`config.mk`:
```
export PLATFORM = sky130hd
export DESIGN_NAME = stat_reg_responder
export DESIGN_NICKNAME = d
export VERILOG_FILES = /design/src/rtl/stat_pkg.sv /design/src/rtl/stat_seq.sv /design/src/rtl/stat_flags.sv /design/src/rtl/stat_fmt.sv /design/src/rtl/stat_reg_responder.sv
export SDC_FILE = /design/constraint.sdc
export NUM_CORES = 1
export LEC_CHECK = 0
export ABC_AREA = 0
export CORE_MARGIN = 10
export CORE_UTILIZATION = 53
export CTS_BUF_LIST = sky130_fd_sc_hd__clkbuf_8
export CTS_CLUSTER_SIZE = 10
export DETAILED_ROUTE_END_ITERATION = 7
export GPL_TIMING_DRIVEN = 0
export PLACE_DENSITY = 0.88
export SLEW_MARGIN = 10
export SYNTH_ARGS = -nofsm -noshare
export SYNTH_HDL_FRONTEND = slang
export SYNTH_SLANG_ARGS = --single-unit
```
`constraint.sdc`:
```
create_clock -name clk -period 2.72 [get_ports clk]
set_input_delay 0.816 -clock clk [delete_from_list [all_inputs] [get_ports clk]]
set_output_delay 0.816 -clock clk [all_outputs]
set_load 0.01 [all_outputs]
```
`src/rtl/stat_pkg.sv`:
```
package stat_pkg;

   typedef enum logic [2:0] {
      OP_NONE,
      OP_SETL,
      OP_CLRL,
      OP_WRST,
      OP_RDST
   } op_e;

   typedef enum logic [2:0] {
      S_IDLE,
      S_CACK,
      S_DATA,
      S_DACK,
      S_SEND,
      S_SACK,
      S_SKIP
   } seq_e;

   localparam int STAT_W  = 8;
   localparam int BP_W    = 2;
   localparam int BP_LSB  = 2;

   function automatic logic [STAT_W-1:0] pack_status(
      input logic            wip_i,
      input logic            wel_i,
      input logic [BP_W-1:0] bp_i);
      logic [STAT_W-1:0] r;
      r = '0;
      r[0] = wip_i;
      r[1] = wel_i;
      r[BP_LSB +: BP_W] = bp_i;
      return r;
   endfunction

endpackage

```
`src/rtl/stat_seq.sv`:
```
module stat_seq
   import stat_pkg::*;
#(
   parameter int           BYTE_W  = 8,
   parameter logic [7:0]   CODE_SETL = 8'h06,
   parameter logic [7:0]   CODE_CLRL = 8'h04,
   parameter logic [7:0]   CODE_WRST = 8'h01,
   parameter logic [7:0]   CODE_RDST = 8'h05
) (
   input  logic              clk,
   input  logic              rst_n,
   input  logic              rx_vld,
   input  logic [BYTE_W-1:0] rx_byte,
   input  logic              ack_vld,
   input  logic              ack_mak,
   input  logic              tx_rdy,
   output logic              tx_vld,
   output logic              set_wel,
   output logic              clr_wel,
   output logic              wrst_req,
   output logic [BP_W-1:0]   wrst_bp
);

   generate
      if (BYTE_W != 8) begin : g_bad_width
         $error("stat_seq: BYTE_W must be 8");
      end
      if (CODE_SETL == CODE_CLRL || CODE_SETL == CODE_WRST || CODE_SETL == CODE_RDST ||
          CODE_CLRL == CODE_WRST || CODE_CLRL == CODE_RDST || CODE_WRST == CODE_RDST)
      begin : g_bad_codes
         $error("stat_seq: command codes must be distinct");
      end
   endgenerate

   seq_e            st_q, st_d;
   op_e             op_q, op_d;
   logic [BP_W-1:0] dat_q, dat_d;
   op_e             op_dec;

   always_comb begin
      if      (rx_byte == CODE_SETL) op_dec = OP_SETL;
      else if (rx_byte == CODE_CLRL) op_dec = OP_CLRL;
      else if (rx_byte == CODE_WRST) op_dec = OP_WRST;
      else if (rx_byte == CODE_RDST) op_dec = OP_RDST;
      else                           op_dec = OP_NONE;
   end

   always_comb begin
      st_d     = st_q;
      op_d     = op_q;
      dat_d    = dat_q;
      set_wel  = 1'b0;
      clr_wel  = 1'b0;
      wrst_req = 1'b0;
      unique case (st_q)
         S_IDLE: begin
            if (rx_vld) begin
               op_d = op_dec;
               st_d = S_CACK;
            end
         end
         S_CACK: begin
            if (ack_vld) begin
               if (ack_mak) begin
                  unique case (op_q)
                     OP_RDST: st_d = S_SEND;
                     OP_WRST: st_d = S_DATA;
                     default: st_d = S_SKIP;
                  endcase
               end else begin
                  set_wel = (op_q == OP_SETL);
                  clr_wel = (op_q == OP_CLRL);
                  st_d    = S_IDLE;
               end
            end
         end
         S_DATA: begin
            if (rx_vld) begin
               dat_d = rx_byte[BP_LSB +: BP_W];
               st_d  = S_DACK;
            end
         end
         S_DACK: begin
            if (ack_vld) begin
               if (ack_mak) begin
                  st_d = S_SKIP;
               end else begin
                  wrst_req = 1'b1;
                  st_d     = S_IDLE;
               end
            end
         end
         S_SEND: begin
            if (tx_rdy) st_d = S_SACK;
         end
         S_SACK: begin
            if (ack_vld) st_d = ack_mak ? S_SEND : S_IDLE;
         end
         S_SKIP: begin
            if (ack_vld && !ack_mak) st_d = S_IDLE;
         end
         default: st_d = S_IDLE;
      endcase
   end

   always_ff @(posedge clk or negedge rst_n) begin
      if (!rst_n) begin
         st_q  <= S_IDLE;
         op_q  <= OP_NONE;
         dat_q <= '0;
      end else begin
         st_q  <= st_d;
         op_q  <= op_d;
         dat_q <= dat_d;
      end
   end

   assign tx_vld  = (st_q == S_SEND);
   assign wrst_bp = dat_q;

   // an offered byte stays offered until taken
   a_r6_offer_held: assert property (@(posedge clk) disable iff (!rst_n)
      tx_vld && !tx_rdy |=> tx_vld);

   // a NoMAK after a status byte ends the offer
   a_r6_nomak_ends: assert property (@(posedge clk) disable iff (!rst_n)
      (st_q == S_SACK) && ack_vld && !ack_mak |=> !tx_vld);

   // set and clear requests never coincide
   a_r2_set_clr_excl: assert property (@(posedge clk) disable iff (!rst_n)
      $onehot0({set_wel, clr_wel, wrst_req}));

endmodule

```
`src/rtl/stat_flags.sv`:
```
module stat_flags
   import stat_pkg::*;
#(
   parameter int              WR_CYCLES = 32,
   parameter logic [BP_W-1:0] BP_INIT   = '0
) (
   input  logic            clk,
   input  logic            rst_n,
   input  logic            nv_init_n,
   input  logic            set_wel,
   input  logic            clr_wel,
   input  logic            wrst_req,
   input  logic [BP_W-1:0] wrst_bp,
   input  logic            arr_busy,
   input  logic            arr_done,
   output logic            wel,
   output logic            wip,
   output logic [BP_W-1:0] bp
);

   localparam int CNT_W = (WR_CYCLES > 1) ? $clog2(WR_CYCLES + 1) : 1;

   generate
      if (WR_CYCLES < 0) begin : g_bad_cycles
         $error("stat_flags: WR_CYCLES must not be negative");
      end
   endgenerate

   logic            wel_q;
   logic [BP_W-1:0] bp_q;
   logic            busy_int;
   logic            wr_end;
   logic            accept;

   assign accept = wrst_req && wel_q && !wip;

   generate
      if (WR_CYCLES > 0) begin : g_timer
         logic [CNT_W-1:0] cnt_q;
         always_ff @(posedge clk or negedge rst_n) begin
            if (!rst_n)            cnt_q <= '0;
            else if (accept)       cnt_q <= CNT_W'(WR_CYCLES);
            else if (cnt_q != '0)  cnt_q <= cnt_q - 1'b1;
         end
         assign busy_int = (cnt_q != '0);
         assign wr_end   = (cnt_q == CNT_W'(1));

         // an accepted status write raises write-in-progress next cycle
         a_r4_busy_after_accept: assert property (@(posedge clk) disable iff (!rst_n)
            accept |=> wip);
      end else begin : g_instant
         assign busy_int = 1'b0;
         assign wr_end   = accept;
      end
   endgenerate

   always_ff @(posedge clk or negedge rst_n) begin
      if (!rst_n) begin
         wel_q <= 1'b0;
      end else begin
         if (clr_wel || arr_done || wr_end) wel_q <= 1'b0;
         else if (set_wel)                  wel_q <= 1'b1;
      end
   end

   always_ff @(posedge clk or negedge nv_init_n) begin
      if (!nv_init_n)  bp_q <= BP_INIT;
      else if (accept) bp_q <= wrst_bp;
   end

   assign wel = wel_q;
   assign wip = busy_int | arr_busy;
   assign bp  = bp_q;

   // the latch rises only on a set request
   a_r2_wel_rise: assert property (@(posedge clk) disable iff (!rst_n)
      $rose(wel_q) |-> $past(set_wel));

   // the latch falls only on clear, array completion or status write end
   a_r4_wel_fall: assert property (@(posedge clk) disable iff (!rst_n)
      $fell(wel_q) |-> $past(clr_wel || arr_done || busy_int || wrst_req));

   // block-protect bits change only on an accepted write while latched and idle
   a_r3_bp_guarded: assert property (@(posedge clk) disable iff (!rst_n || !nv_init_n)
      !$stable(bp_q) |-> $past(wrst_req && wel_q && !wip));

endmodule

```
`src/rtl/stat_fmt.sv`:
```
module stat_fmt
   import stat_pkg::*;
#(
   parameter int BYTE_W = 8
) (
   input  logic              wip,
   input  logic              wel,
   input  logic [BP_W-1:0]   bp,
   output logic [BYTE_W-1:0] stat_byte
);

   generate
      if (BYTE_W < STAT_W) begin : g_bad_width
         $error("stat_fmt: BYTE_W too small for status layout");
      end
   endgenerate

   assign stat_byte = BYTE_W'(pack_status(wip, wel, bp));

endmodule

```
`src/rtl/stat_reg_responder.sv`:
```
module stat_reg_responder
   import stat_pkg::*;
#(
   parameter int         WR_CYCLES = 32,
   parameter logic [1:0] BP_INIT   = 2'b00,
   parameter logic [7:0] CODE_SETL = 8'h06,
   parameter logic [7:0] CODE_CLRL = 8'h04,
   parameter logic [7:0] CODE_WRST = 8'h01,
   parameter logic [7:0] CODE_RDST = 8'h05
) (
   input  logic       clk,
   input  logic       rst_n,
   input  logic       nv_init_n,
   input  logic       rx_vld,
   input  logic [7:0] rx_byte,
   input  logic       ack_vld,
   input  logic       ack_mak,
   input  logic       tx_rdy,
   output logic       tx_vld,
   output logic [7:0] tx_byte,
   input  logic       arr_busy,
   input  logic       arr_done,
   output logic       wel,
   output logic       wip,
   output logic [1:0] bp
);

   logic            set_wel;
   logic            clr_wel;
   logic            wrst_req;
   logic [BP_W-1:0] wrst_bp;

   stat_seq #(
      .BYTE_W    (8),
      .CODE_SETL (CODE_SETL),
      .CODE_CLRL (CODE_CLRL),
      .CODE_WRST (CODE_WRST),
      .CODE_RDST (CODE_RDST)
   ) u_seq (
      .clk      (clk),
      .rst_n    (rst_n),
      .rx_vld   (rx_vld),
      .rx_byte  (rx_byte),
      .ack_vld  (ack_vld),
      .ack_mak  (ack_mak),
      .tx_rdy   (tx_rdy),
      .tx_vld   (tx_vld),
      .set_wel  (set_wel),
      .clr_wel  (clr_wel),
      .wrst_req (wrst_req),
      .wrst_bp  (wrst_bp)
   );

   stat_flags #(
      .WR_CYCLES (WR_CYCLES),
      .BP_INIT   (BP_INIT)
   ) u_flags (
      .clk       (clk),
      .rst_n     (rst_n),
      .nv_init_n (nv_init_n),
      .set_wel   (set_wel),
      .clr_wel   (clr_wel),
      .wrst_req  (wrst_req),
      .wrst_bp   (wrst_bp),
      .arr_busy  (arr_busy),
      .arr_done  (arr_done),
      .wel       (wel),
      .wip       (wip),
      .bp        (bp)
   );

   stat_fmt #(
      .BYTE_W (8)
   ) u_fmt (
      .wip       (wip),
      .wel       (wel),
      .bp        (bp),
      .stat_byte (tx_byte)
   );

   // offered bytes never carry anything in the upper nibble
   a_r1_upper_zero: assert property (@(posedge clk) disable iff (!rst_n)
      tx_vld |-> (tx_byte[7:4] == 4'b0000));

   // array busy always shows as write-in-progress
   a_r5_busy_seen: assert property (@(posedge clk) disable iff (!rst_n)
      arr_busy |-> wip);

   // offered byte tracks the live latch and busy flags
   a_r7_live_flags: assert property (@(posedge clk) disable iff (!rst_n)
      tx_vld |-> (tx_byte[1] == wel) && (tx_byte[0] == wip));

endmodule

```
==> summary.txt, run 1 <==
status - finished, final reports clean
post-synth top area cell - dfrtp_1
Worst Tran Pin Value - 0.708 ns
critical path cell sequence - clkbuf_1, nor3b_1, clkdlybuf4s50_1
Hold Path End - u_flags.bp[1]
RSZ-0062 raised after global routing - false
period utilization - 0.975
Hold Path Depth - 1
starting density of the core - 0.548
number of synthesized register bits - 17
final setup TNS - 0 ns
hold_sp - u_seq.wrst_bp[1]
Setup Skew - 0.00336 ns
Total Wirelength - 2.52 mm
max cap viols - 0
first drt pass iteration count - 4
Post-Syn Area - 0.00106 mm^2
Rows - 16
fmax - 377 MHz
top sig layer - met3
die span in x - 64.8 um
Stages on worst setup path - 3
Crit Path Max Fanout - 10
P&R area growth vs syn - 33.0%
Routed Antenna Nets - 0
Final Critical Period - 2.65 ns
nets - 163
Worst R2R Path Depth - 4
vias in the first global route - 918
VDD IR max - 0.469 mV
R2R setup slack - 0.87 ns
Antenna Cells - 0
proportion of synthesized chip area in sequential cells - 0.400
gp weighted congestion - 0.877
# fillers - 165
wire length on met2 - 1.31 mm
Critical path origin - u_seq.st_q[0]
first-pass GRT wire length - 4.02 mm
via count - 933
Die Y - 64.8 um
synth cell count leaders - dfrtp_1 (17), nand2_1 (15), buf_4 (8), nor2_1 (6), o21ai_0 (5)
DRT met1 WL - 1.08 mm
DP Wirelength - 2.04 mm
Num CTS Buffers - 3
Worst slew margin - 0.527
Synth top area share - 0.400
Buffers on Ports - 25
CP max stage delay - 0.61 ns
Total GRT Usage - 0.115
syn avg cell area - 9.68 um^2
Avg WL per Cell - 14.9 um
arrival time at the worst endpoint - 1.83 ns
Reg clk slew, reported paths - 0.07 ns
ys flop type - dfrtp_1
io pins - 30
Post-synth EDFFs - 0
final hold viol count - 0
post-DR vias/cell - 5.52
CP delay by family, top - buffers and inverters
Post-synth ARST share - 1.00
die footprint - 0.00420 mm^2
tightest hold margin - 0.509 ns
Pwr Density - 736 mW/mm^2
Synthesis Warnings - 0
grt total ovfl - 0
total clock sinks - 17
crit path buf inv count - 2
DRC - 0
Setup violations, final - 0
1st-iter DRT viols - 21
TritonCTS clock tree - done
leakage - 0.599 nW
Unique masters post-synth - 45
critical path capture point type - output pin
layout cells sized above 1 - 0.169
Reg-to-Reg End - u_flags.bp[0]
most frequent cell after synthesis - dfrtp_1
Synth Instances - 110
metal3 WL - 120 um
CTS max path bufs - 2
Crit Path Class - flip-flop to output pin
H-tree Lvls - 1
max-slew violations - 0
clk_lat worst skew - 0.25 ns
initial antenna violation count - 0
worst hold path class - flip-flop to flip-flop
reg2reg start - u_seq.st_q[2]
largest net degree at the start of global routing - 16
CP required - 1.90 ns
Core Box Area - 0.00194 mm^2
clk root buf - clkbuf_8
largest cells by area after synthesis - dfrtp_1 (40%), buf_4 (5.6%), nand2_1 (5.3%), ha_1 (3.5%), mux2_4 (2.8%)
cts hold-fix bufs - 0
Worst setup SP type - flip-flop
Worst path slowest cell - clkdlybuf4s50_1
[worst max path at each step]
stage                             to  slack, ns
after floorplan           tx_byte[0]       0.57
final                         tx_vld       0.07
after CTS                     tx_vld       0.03
after detailed placement  tx_byte[0]      -0.14
after global routing      tx_byte[0]       0.03
after global placement    tx_byte[0]      -0.13
[layout make-up]
| type | instances | area [um^2] | share of cell area |
|---|---|---|---|
| plain buffers | 10 | 67.6 | 0.0477 |
| clock buffers | 3 | 41.3 | 0.0292 |
| clock inverters | 1 | 5.00 | 0.00353 |
| inverters | 3 | 11.3 | 0.00795 |
| multi-input cells | 82 | 577 | 0.407 |
| flip-flops and latches | 17 | 425 | 0.300 |
| well taps | 27 | 33.8 | 0.0239 |
| repair buffers | 26 | 255 | 0.180 |
[sequential cells by signal, indices dropped and copies added, names as in the netlist]
signal / flops
u_seq.op_q: 3
u_flags.wel: 1
u_flags.g_timer.cnt_q: 6
u_seq.wrst_bp: 2
u_seq.st_q: 3
u_flags.bp: 2
[per-stage QoR]
stage / total power, mW / util / worst slack, ns / instances / instance area (um^2)
CTS: 1.04 / 0.727 / 0.0269 / 169 / 1410
detailed placement: 0.834 / 0.700 / -0.143 / 165 / 1360
finish: 1.04 / 0.729 / 0.0693 / 169 / 1420
floorplan: 0.706 / - / 0.570 / 113 / 1080
global route: 1.11 / 0.729 / 0.0292 / 169 / 1420
global placement: 0.803 / 0.700 / -0.128 / 165 / 1360
[placed cells by master, fill, tap and decap left out, drive strengths merged, types with 4 or more instances in the layout]
cell type	instances
clkdlybuf4s50	23
o21ai	6
clkbuf	5
mux2	4
a21oi	4
nand2	16
conb	4
nor2	6
buf	9
dfrtp	17
[worst reg2reg max path, delay by kind of cell (launching register included)]
kind             cells  cell delay (ns)
DFF                  1             0.51
and+or+nand+nor      3             0.94
muxes                1             0.29
[where the power goes]
group / internal, mW / switching, mW
combinational: 0.190 / 0.206
clock: 0.102 / 0.0904
sequential: 0.337 / 0.117
[cells by family (layout without fill, tap and decap cells)]
kind of cell | after synthesis | after routing | synth area share
buf+inv | 14 | 43 | 0.0776
other cells | 1 | 4 | 0.00352
xor+xnor | 2 | 2 | 0.0165
flops | 17 | 17 | 0.400
compound gates | 20 | 20 | 0.127
mux | 6 | 6 | 0.0682
simple gates | 47 | 47 | 0.273
fa+ha+maj | 3 | 3 | 0.0353
[per-layer routing]
layer | track usage | vias to the layer above
li1 | - | 449
met4 | 0.0107 | 0
met1 | 0.128 | 458
met3 | 0.0361 | 0
met2 | 0.216 | 26
met5 | 0 | -
[what timing repair did]
item,CTS,global route
setup endpoints to repair,2,2
resized for setup,3,0
buffers inserted,0,1
pin swaps,1,1
endpoints found under the hold margin,0,0
Note: power is estimated with default switching activity, not from simulation.
==> run 2: changes to the inputs <==
--- a/config.mk
+++ b/config.mk
@@ -5,14 +5,14 @@
 export SDC_FILE = /design/constraint.sdc
 export NUM_CORES = 1
 export LEC_CHECK = 0
-export ABC_AREA = 0
+export ABC_AREA = 1
 export CORE_MARGIN = 10
-export CORE_UTILIZATION = 53
+export CORE_UTILIZATION = 55
 export CTS_BUF_LIST = sky130_fd_sc_hd__clkbuf_8
 export CTS_CLUSTER_SIZE = 10
 export DETAILED_ROUTE_END_ITERATION = 7
 export GPL_TIMING_DRIVEN = 0
-export PLACE_DENSITY = 0.88
+export PLACE_DENSITY = 0.89
 export SLEW_MARGIN = 10
 export SYNTH_ARGS = -nofsm -noshare
 export SYNTH_HDL_FRONTEND = slang
==> run 2 against run 1 <==
  * Core utilization fell by 0.56 points
  * Synthesized area grew 16%
  * Die area rose by 7.8%
  * Cell count is 37% higher
  * Synthesized cell count up 56%
  * Via count grew 21%
  * Power increased by 11%
  * Maximum frequency up 0.65%
  * Register-to-register slack better by 0.56 ns
  * Setup slack gained 0.017 ns
  * Critical endpoint is now tx_byte[0]
  * Largest power group is now combinational logic
==> summary.txt, run 2 <==
Synth top area share - 0.346 (was 0.400)
first-pass GRT wire length - 4.44 mm (was 4.02 mm)
final hold viol count - 0 (unchanged)
gp weighted congestion - 0.788 (was 0.877)
Worst R2R Path Depth - 7 (was 4)
max reg flops - 6 (unchanged)
Worst setup SP type - input port (was flip-flop)
layout cells sized above 1 - 0.172 (was 0.169)
Die Y - 67.3 um (was 64.8 um)
grt total ovfl - 0 (unchanged)
largest cells by area after synthesis - dfrtp_1 (35%), nand2_1 (15%), nand3_1 (6.9%), inv_1 (6.7%), nor2_1 (5.2%) (was dfrtp_1 (40%), buf_4 (5.6%), nand2_1 (5.3%), ha_1 (3.5%), mux2_4 (2.8%))
CP max stage delay - 0.41 ns (was 0.61 ns)
syn avg cell area - 7.16 um^2 (was 9.68 um^2)
first drt pass iteration count - 4 (unchanged)
clk root buf - clkbuf_8 (unchanged)
Pwr Density - 737 mW/mm^2 (was 736 mW/mm^2)
post-synth top area cell - dfrtp_1 (unchanged)
synth cell count leaders - nand2_1 (48), inv_1 (22), dfrtp_1 (17), nand3_1 (17), nor2_1 (17) (was dfrtp_1 (17), nand2_1 (15), buf_4 (8), nor2_1 (6), o21ai_0 (5))
Setup Skew - 0.00117 ns (was 0.00336 ns)
TritonCTS clock tree - done (unchanged)
Post-synth EDFFs - 0 (unchanged)
Avg WL per Cell - 11.4 um (was 14.9 um)
Final Critical Period - 2.63 ns (was 2.65 ns)
RSZ-0062 raised after global routing - false (unchanged)
Final Util - 0.724 (was 0.729)
critical path capture point type - output pin (unchanged)
CTS max path bufs - 2 (unchanged)
Pwr Total - 1.16 mW (was 1.04 mW)
critical path cell sequence - clkdlybuf4s50_1, inv_2, nand2_1, buf_4, dlygate4sd2_1 (was clkbuf_1, nor3b_1, clkdlybuf4s50_1)
vias in the first global route - 1,056 (was 918)
via count - 1,132 (was 933)
Rows - 17 (was 16)
Synthesis Warnings - 0 (unchanged)
leakage - 0.820 nW (was 0.599 nW)
nets - 225 (was 163)
CP required - 1.90 ns (about the same)
fmax - 380 MHz (was 377 MHz)
starting density of the core - 0.567 (was 0.548)
Post-Syn Area - 0.00123 mm^2 (was 0.00106 mm^2)
max-slew violations - 0 (unchanged)
DRC - 0 (unchanged)
Reg clk slew, reported paths - 0.06 ns (was 0.07 ns)
Antenna Cells - 0 (unchanged)
Worst path slowest cell - clkdlybuf4s50_1 (unchanged)
crit path buf inv count - 4 (was 2)
ys flop type - dfrtp_1 (unchanged)
Routed Antenna Nets - 0 (unchanged)
Worst slew margin - 0.553 (was 0.527)
die span in x - 67.3 um (was 64.8 um)
CP delay by family, top - buffers and inverters (unchanged)
Setup violations, final - 0 (unchanged)
commonest non-fill, non-tap cells in the layout - nand2_1 (48), clkdlybuf4s50_1 (23), inv_1 (22) (was clkdlybuf4s50_1 (23), dfrtp_1 (17), nand2_1 (15))
largest net degree at the start of global routing - 16 (unchanged)
Unique masters post-synth - 29 (was 45)
initial antenna violation count - 0 (unchanged)
io pins - 30 (unchanged)
Post-CTS Setup Bufs - 0 (unchanged)
Largest Register - u_flags.g_timer.cnt_q (unchanged)
top flop regs - u_flags.g_timer.cnt_q: 6 flops, u_seq.op_q: 3 flops, u_seq.st_q: 3 flops (unchanged)
P&R area growth vs syn - 27.5% (was 33.0%)
arrival time at the worst endpoint - 1.82 ns (was 1.83 ns)
H-tree Lvls - 1 (unchanged)
1st-iter DRT viols - 25 (was 21)
worst hold path class - flip-flop to flip-flop (unchanged)
Total GRT Usage - 0.124 (was 0.115)
final setup TNS - 0 ns (unchanged)
Num CTS Buffers - 3 (unchanged)
post-DR vias/cell - 4.88 (was 5.52)
period utilization - 0.968 (was 0.975)
Stages on worst setup path - 5 (was 3)
Buffers on Ports - 25 (unchanged)
status - finished, final reports clean (unchanged)
proportion of synthesized chip area in sequential cells - 0.346 (was 0.400)
VDD IR max - 0.592 mV (was 0.469 mV)
total clock sinks - 17 (unchanged)
Total Wirelength - 2.65 mm (was 2.52 mm)
Post-synth ARST share - 1.00 (unchanged)
number of synthesized register bits - 17 (unchanged)
clk_lat worst skew - 0.25 ns (about the same)
die footprint - 0.00453 mm^2 (was 0.00420 mm^2)
Core Box Area - 0.00217 mm^2 (was 0.00194 mm^2)
Crit Path Max Fanout - 5 (was 10)
Synth Instances - 172 (was 110)
Worst Tran Pin Value - 0.668 ns (was 0.708 ns)
DP Wirelength - 2.28 mm (was 2.04 mm)
Hold Path Depth - 2 (was 1)
Crit Path Class - input port to output pin (was flip-flop to output pin)
most frequent cell after synthesis - nand2_1 (was dfrtp_1)
most common library cell in the layout ignoring fill and taps - nand2_1 (was clkdlybuf4s50_1)
max cap viols - 0 (unchanged)
run 2: cell count changes after synthesis, moves of 3 or more:
cell | before | now
a21oi_1 | 4 | 1
clkbuf_1 | 3 | 0
inv_1 | 3 | 22
inv_2 | 0 | 3
nand2_1 | 15 | 48
nand3_1 | 3 | 17
nand3_2 | 0 | 4
nor2_1 | 6 | 17
nor2_2 | 0 | 5
run 2: area by class of cell:
class                   instances  area, um^2
plain buffers                  10        82.6
clock buffers                   3        41.3
clock inverters                 1        3.75
fillers                       184         599
inverters                      28         120
multi-input cells             120         614
flip-flops and latches         17         425
well taps                      28        35.0
repair buffers                 25         248
run 2: worst min-delay path: stages, from the launching register on:
cell	delay (ns)
dfrtp_1	0.35
nand2_1	0.06
nand2_1	0.06
run 2: final timing paths:
| check | endpoint | slack, ns | startpoint |
|---|---|---|---|
| worst max-delay path | tx_byte[0] | 0.09 | arr_busy |
| worst min-delay path | u_seq.op_q[1] | 0.50 | u_seq.op_q[1] |
| worst max register to register | u_flags.bp[1] | 1.43 | u_flags.g_timer.cnt_q[0] |
| worst min register to register | u_seq.op_q[1] | 0.50 | u_seq.op_q[1] |
| max in group asynchronous | u_seq.st_q[1] | 1.32 | rst_n |
| min in group asynchronous | u_flags.bp[0] | 0.72 | nv_init_n |
run 2: report_power, final:
group | switching, mW | internal, mW | leakage, nW | total, mW
Clock | 0.0834 | 0.100 | 0.0269 | 0.184
Sequential | 0.0740 | 0.335 | 0.219 | 0.409
Combinational | 0.336 | 0.228 | 0.574 | 0.564
run 2: layer usage:
layer / global-route usage / vias to the layer above / routed length, um / part of all wire
met3: 0.0397 / 5 / 186 / 0.070
met2: 0.217 / 28 / 1320 / 0.50
met1: 0.133 / 516 / 1100 / 0.41
li1: - / 583 / - / -
met4: 0.0590 / 0 / 47 / 0.018
met5: 0 / - / 0 / 0
run 2: cell families after synthesis:
| kind of cell | after synthesis | synth area share |
|---|---|---|
| AOI/OAI and AO/OA | 8 | 0.0356 |
| xor gates and xnor gates | 2 | 0.0142 |
| adders and majority gates | 3 | 0.0305 |
| buffers and inverters | 38 | 0.165 |
| DFF | 17 | 0.346 |
| other | 1 | 0.00305 |
| and+or+nand+nor | 103 | 0.407 |
run 2: what timing repair did:
| action | CTS | global route |
|---|---|---|
| hold buffers | 0 | 0 |
| gates cloned | 0 | 0 |
| resized for setup | 2 | 1 |
| setup endpoints to repair | 2 | 1 |
run 2: through the flow:
step	hold WS (ns)	area, um^2	setup slack (ns)	cells
after floorplan	0.449	1240	0.686	175
after global routing	0.521	1570	0.0243	232
after CTS	0.499	1570	0.00807	232
final	0.496	1570	0.0864	232
after detailed placement	0.484	1530	-0.216	228
after global placement	0.468	1530	-0.180	228
==> run 3: changes to the inputs <==
--- a/config.mk
+++ b/config.mk
@@ -11,8 +11,9 @@
 export CTS_BUF_LIST = sky130_fd_sc_hd__clkbuf_8
 export CTS_CLUSTER_SIZE = 10
 export DETAILED_ROUTE_END_ITERATION = 7
+export DONT_BUFFER_PORTS = 1
 export GPL_TIMING_DRIVEN = 0
-export PLACE_DENSITY = 0.89
+export PLACE_DENSITY = 0.71
 export SLEW_MARGIN = 10
 export SYNTH_ARGS = -nofsm -noshare
 export SYNTH_HDL_FRONTEND = slang
==> run 3 against run 2 <==
  * Clock-buffer cell count did not move
  * Largest power group unchanged
  * Cell area down 16%
  * Critical path depth increased by 1
  * Via count shrank 11%
==> summary.txt, run 3 (synthesis results as in run 2) <==
Largest Register - u_flags.g_timer.cnt_q (unchanged)
tightest hold margin - 0.251 ns (was 0.496 ns)
DP Wirelength - 2.02 mm (was 2.28 mm)
Final Critical Period - 2.32 ns (was 2.63 ns)
most common library cell in the layout ignoring fill and taps - nand2_1 (unchanged)
Setup Skew - 0.00473 ns (was 0.00117 ns)
period utilization - 0.853 (was 0.968)
post-DR vias/cell - 4.86 (was 4.88)
first drt pass iteration count - 4 (unchanged)
Num CTS Buffers - 3 (unchanged)
grt total ovfl - 0 (unchanged)
Reg clk slew, reported paths - 0.07 ns (was 0.06 ns)
arrival time at the worst endpoint - 1.50 ns (was 1.82 ns)
worst hold path class - input port to async pin (was flip-flop to flip-flop)
critical path capture point type - output pin (unchanged)
total clock sinks - 17 (unchanged)
Pwr Density - 833 mW/mm^2 (was 737 mW/mm^2)
Worst R2R Path Depth - 7 (unchanged)
R2R setup slack - 1.45 ns (was 1.43 ns)
Worst setup SP type - flip-flop (was input port)
dpl cell area - 0.00128 mm^2 (was 0.00153 mm^2)
max-slew violations - 0 (unchanged)
final hold viol count - 0 (unchanged)
via count - 1,006 (was 1,132)
Avg WL per Cell - 11.3 um (was 11.4 um)
die span in x - 67.3 um (unchanged)
vias in the first global route - 977 (was 1,056)
reg2reg start - u_flags.g_timer.cnt_q[0] (unchanged)
Crit Path Max Fanout - 7 (was 5)
io pins - 30 (unchanged)
VDD IR max - 0.494 mV (was 0.592 mV)
DRC - 0 (unchanged)
Total Wirelength - 2.35 mm (was 2.65 mm)
fmax - 431 MHz (was 380 MHz)
largest net degree at the start of global routing - 16 (unchanged)
status - finished, final reports clean (unchanged)
finished layout cell area - 0.00132 mm^2 (was 0.00157 mm^2)
TritonCTS clock tree - done (unchanged)
Rows - 17 (unchanged)
Setup violations, final - 0 (unchanged)
CTS max path bufs - 2 (unchanged)
final setup TNS - 0 ns (unchanged)
initial antenna violation count - 0 (unchanged)
gp weighted congestion - 0.791 (was 0.788)
Reg-to-Reg End - u_flags.bp[0] (was u_flags.bp[1])
die footprint - 0.00453 mm^2 (unchanged)
cts hold-fix bufs - 0 (unchanged)
Core Box Area - 0.00217 mm^2 (unchanged)
top flop regs - u_flags.g_timer.cnt_q: 6 flops, u_seq.op_q: 3 flops, u_seq.st_q: 3 flops (unchanged)
P&R area growth vs syn - 7.52% (was 27.5%)
starting density of the core - 0.567 (unchanged)
Pwr Total - 1.10 mW (was 1.16 mW)
commonest non-fill, non-tap cells in the layout - nand2_1 (48), inv_1 (22), nor2_1 (17), nand3_1 (17), dfrtp_1 (17) (was nand2_1 (48), clkdlybuf4s50_1 (23), inv_1 (22))
leakage - 0.728 nW (was 0.820 nW)
Die Y - 67.3 um (unchanged)
H-tree Lvls - 1 (unchanged)
clk root buf - clkbuf_8 (unchanged)
RSZ-0062 raised after global routing - false (unchanged)
Buffers on Ports - 0 (was 25)
clk_lat worst skew - 0.25 ns (about the same)
first-pass GRT wire length - 4.13 mm (was 4.44 mm)
Routed Antenna Nets - 0 (unchanged)
1st-iter DRT viols - 55 (was 25)
Post-CTS Setup Bufs - 0 (unchanged)
nets - 200 (was 225)
Antenna Cells - 0 (unchanged)
Crit Path Class - flip-flop to output pin (was input port to output pin)
max cap viols - 0 (unchanged)
max reg flops - 6 (unchanged)
layout cells sized above 1 - 0.196 (was 0.172)
Resized Gates After CTS - 0 (was 2)
Total GRT Usage - 0.115 (was 0.124)
CP required - 1.90 ns (about the same)
run 3: changes by cell type in the layout (fill, tap and decap cells not counted), sizes merged:
cell           change
clkdlybuf4s50     -23
clkinv             +1
dlygate4sd2        -2
inv                -1
run 3: how the worst max path moves through the flow:
stage                              from         end  cells after the start
2_1_floorplan                  arr_busy  tx_byte[0]                      3
3_3_place_gp                   arr_busy  tx_byte[0]                      3
3_5_place_dp                   arr_busy  tx_byte[0]                      3
4_1_cts        u_flags.g_timer.cnt_q[0]  tx_byte[0]                      6
5_1_grt        u_flags.g_timer.cnt_q[0]  tx_byte[0]                      6
6_report       u_flags.g_timer.cnt_q[0]  tx_byte[0]                      6
run 3: through the flow:
step / cells / setup slack (ns) / utilization
floorplan: 175 / 0.686 / -
global placement: 203 / 0.625 / 0.589
detailed placement: 203 / 0.624 / 0.589
CTS: 207 / 0.382 / 0.610
global route: 207 / 0.296 / 0.610
finish: 207 / 0.400 / 0.610
run 3: report_power, final:
| group | internal, mW | switching (mW) |
|---|---|---|
| combinational | 0.197 | 0.311 |
| clock | 0.102 | 0.0863 |
| sequential | 0.335 | 0.0717 |
| total | 0.634 | 0.469 |
run 3: layout make-up:
class | instances | area (um^2)
fillers | 201 | 846
multi-input cells | 120 | 614
flip-flops and latches | 17 | 425
inverters | 28 | 120
plain buffers | 10 | 82.6
clock buffers | 3 | 41.3
well taps | 28 | 35.0
clock inverters | 1 | 5.00
run 3: critical path, stage by stage (launching register included):
cell and delay [ns]:
dfrtp_1 0.41, inv_1 0.13, ha_1 0.20, nand3_4 0.12, inv_4 0.11, nand2_1 0.12, buf_4 0.17
run 3: per-layer routing:
metal | global-route usage | wire, um
met5 | 0 | 0
met3 | 0.0446 | 217
met1 | 0.130 | 1030
met4 | 0.0615 | 30
met2 | 0.182 | 1070
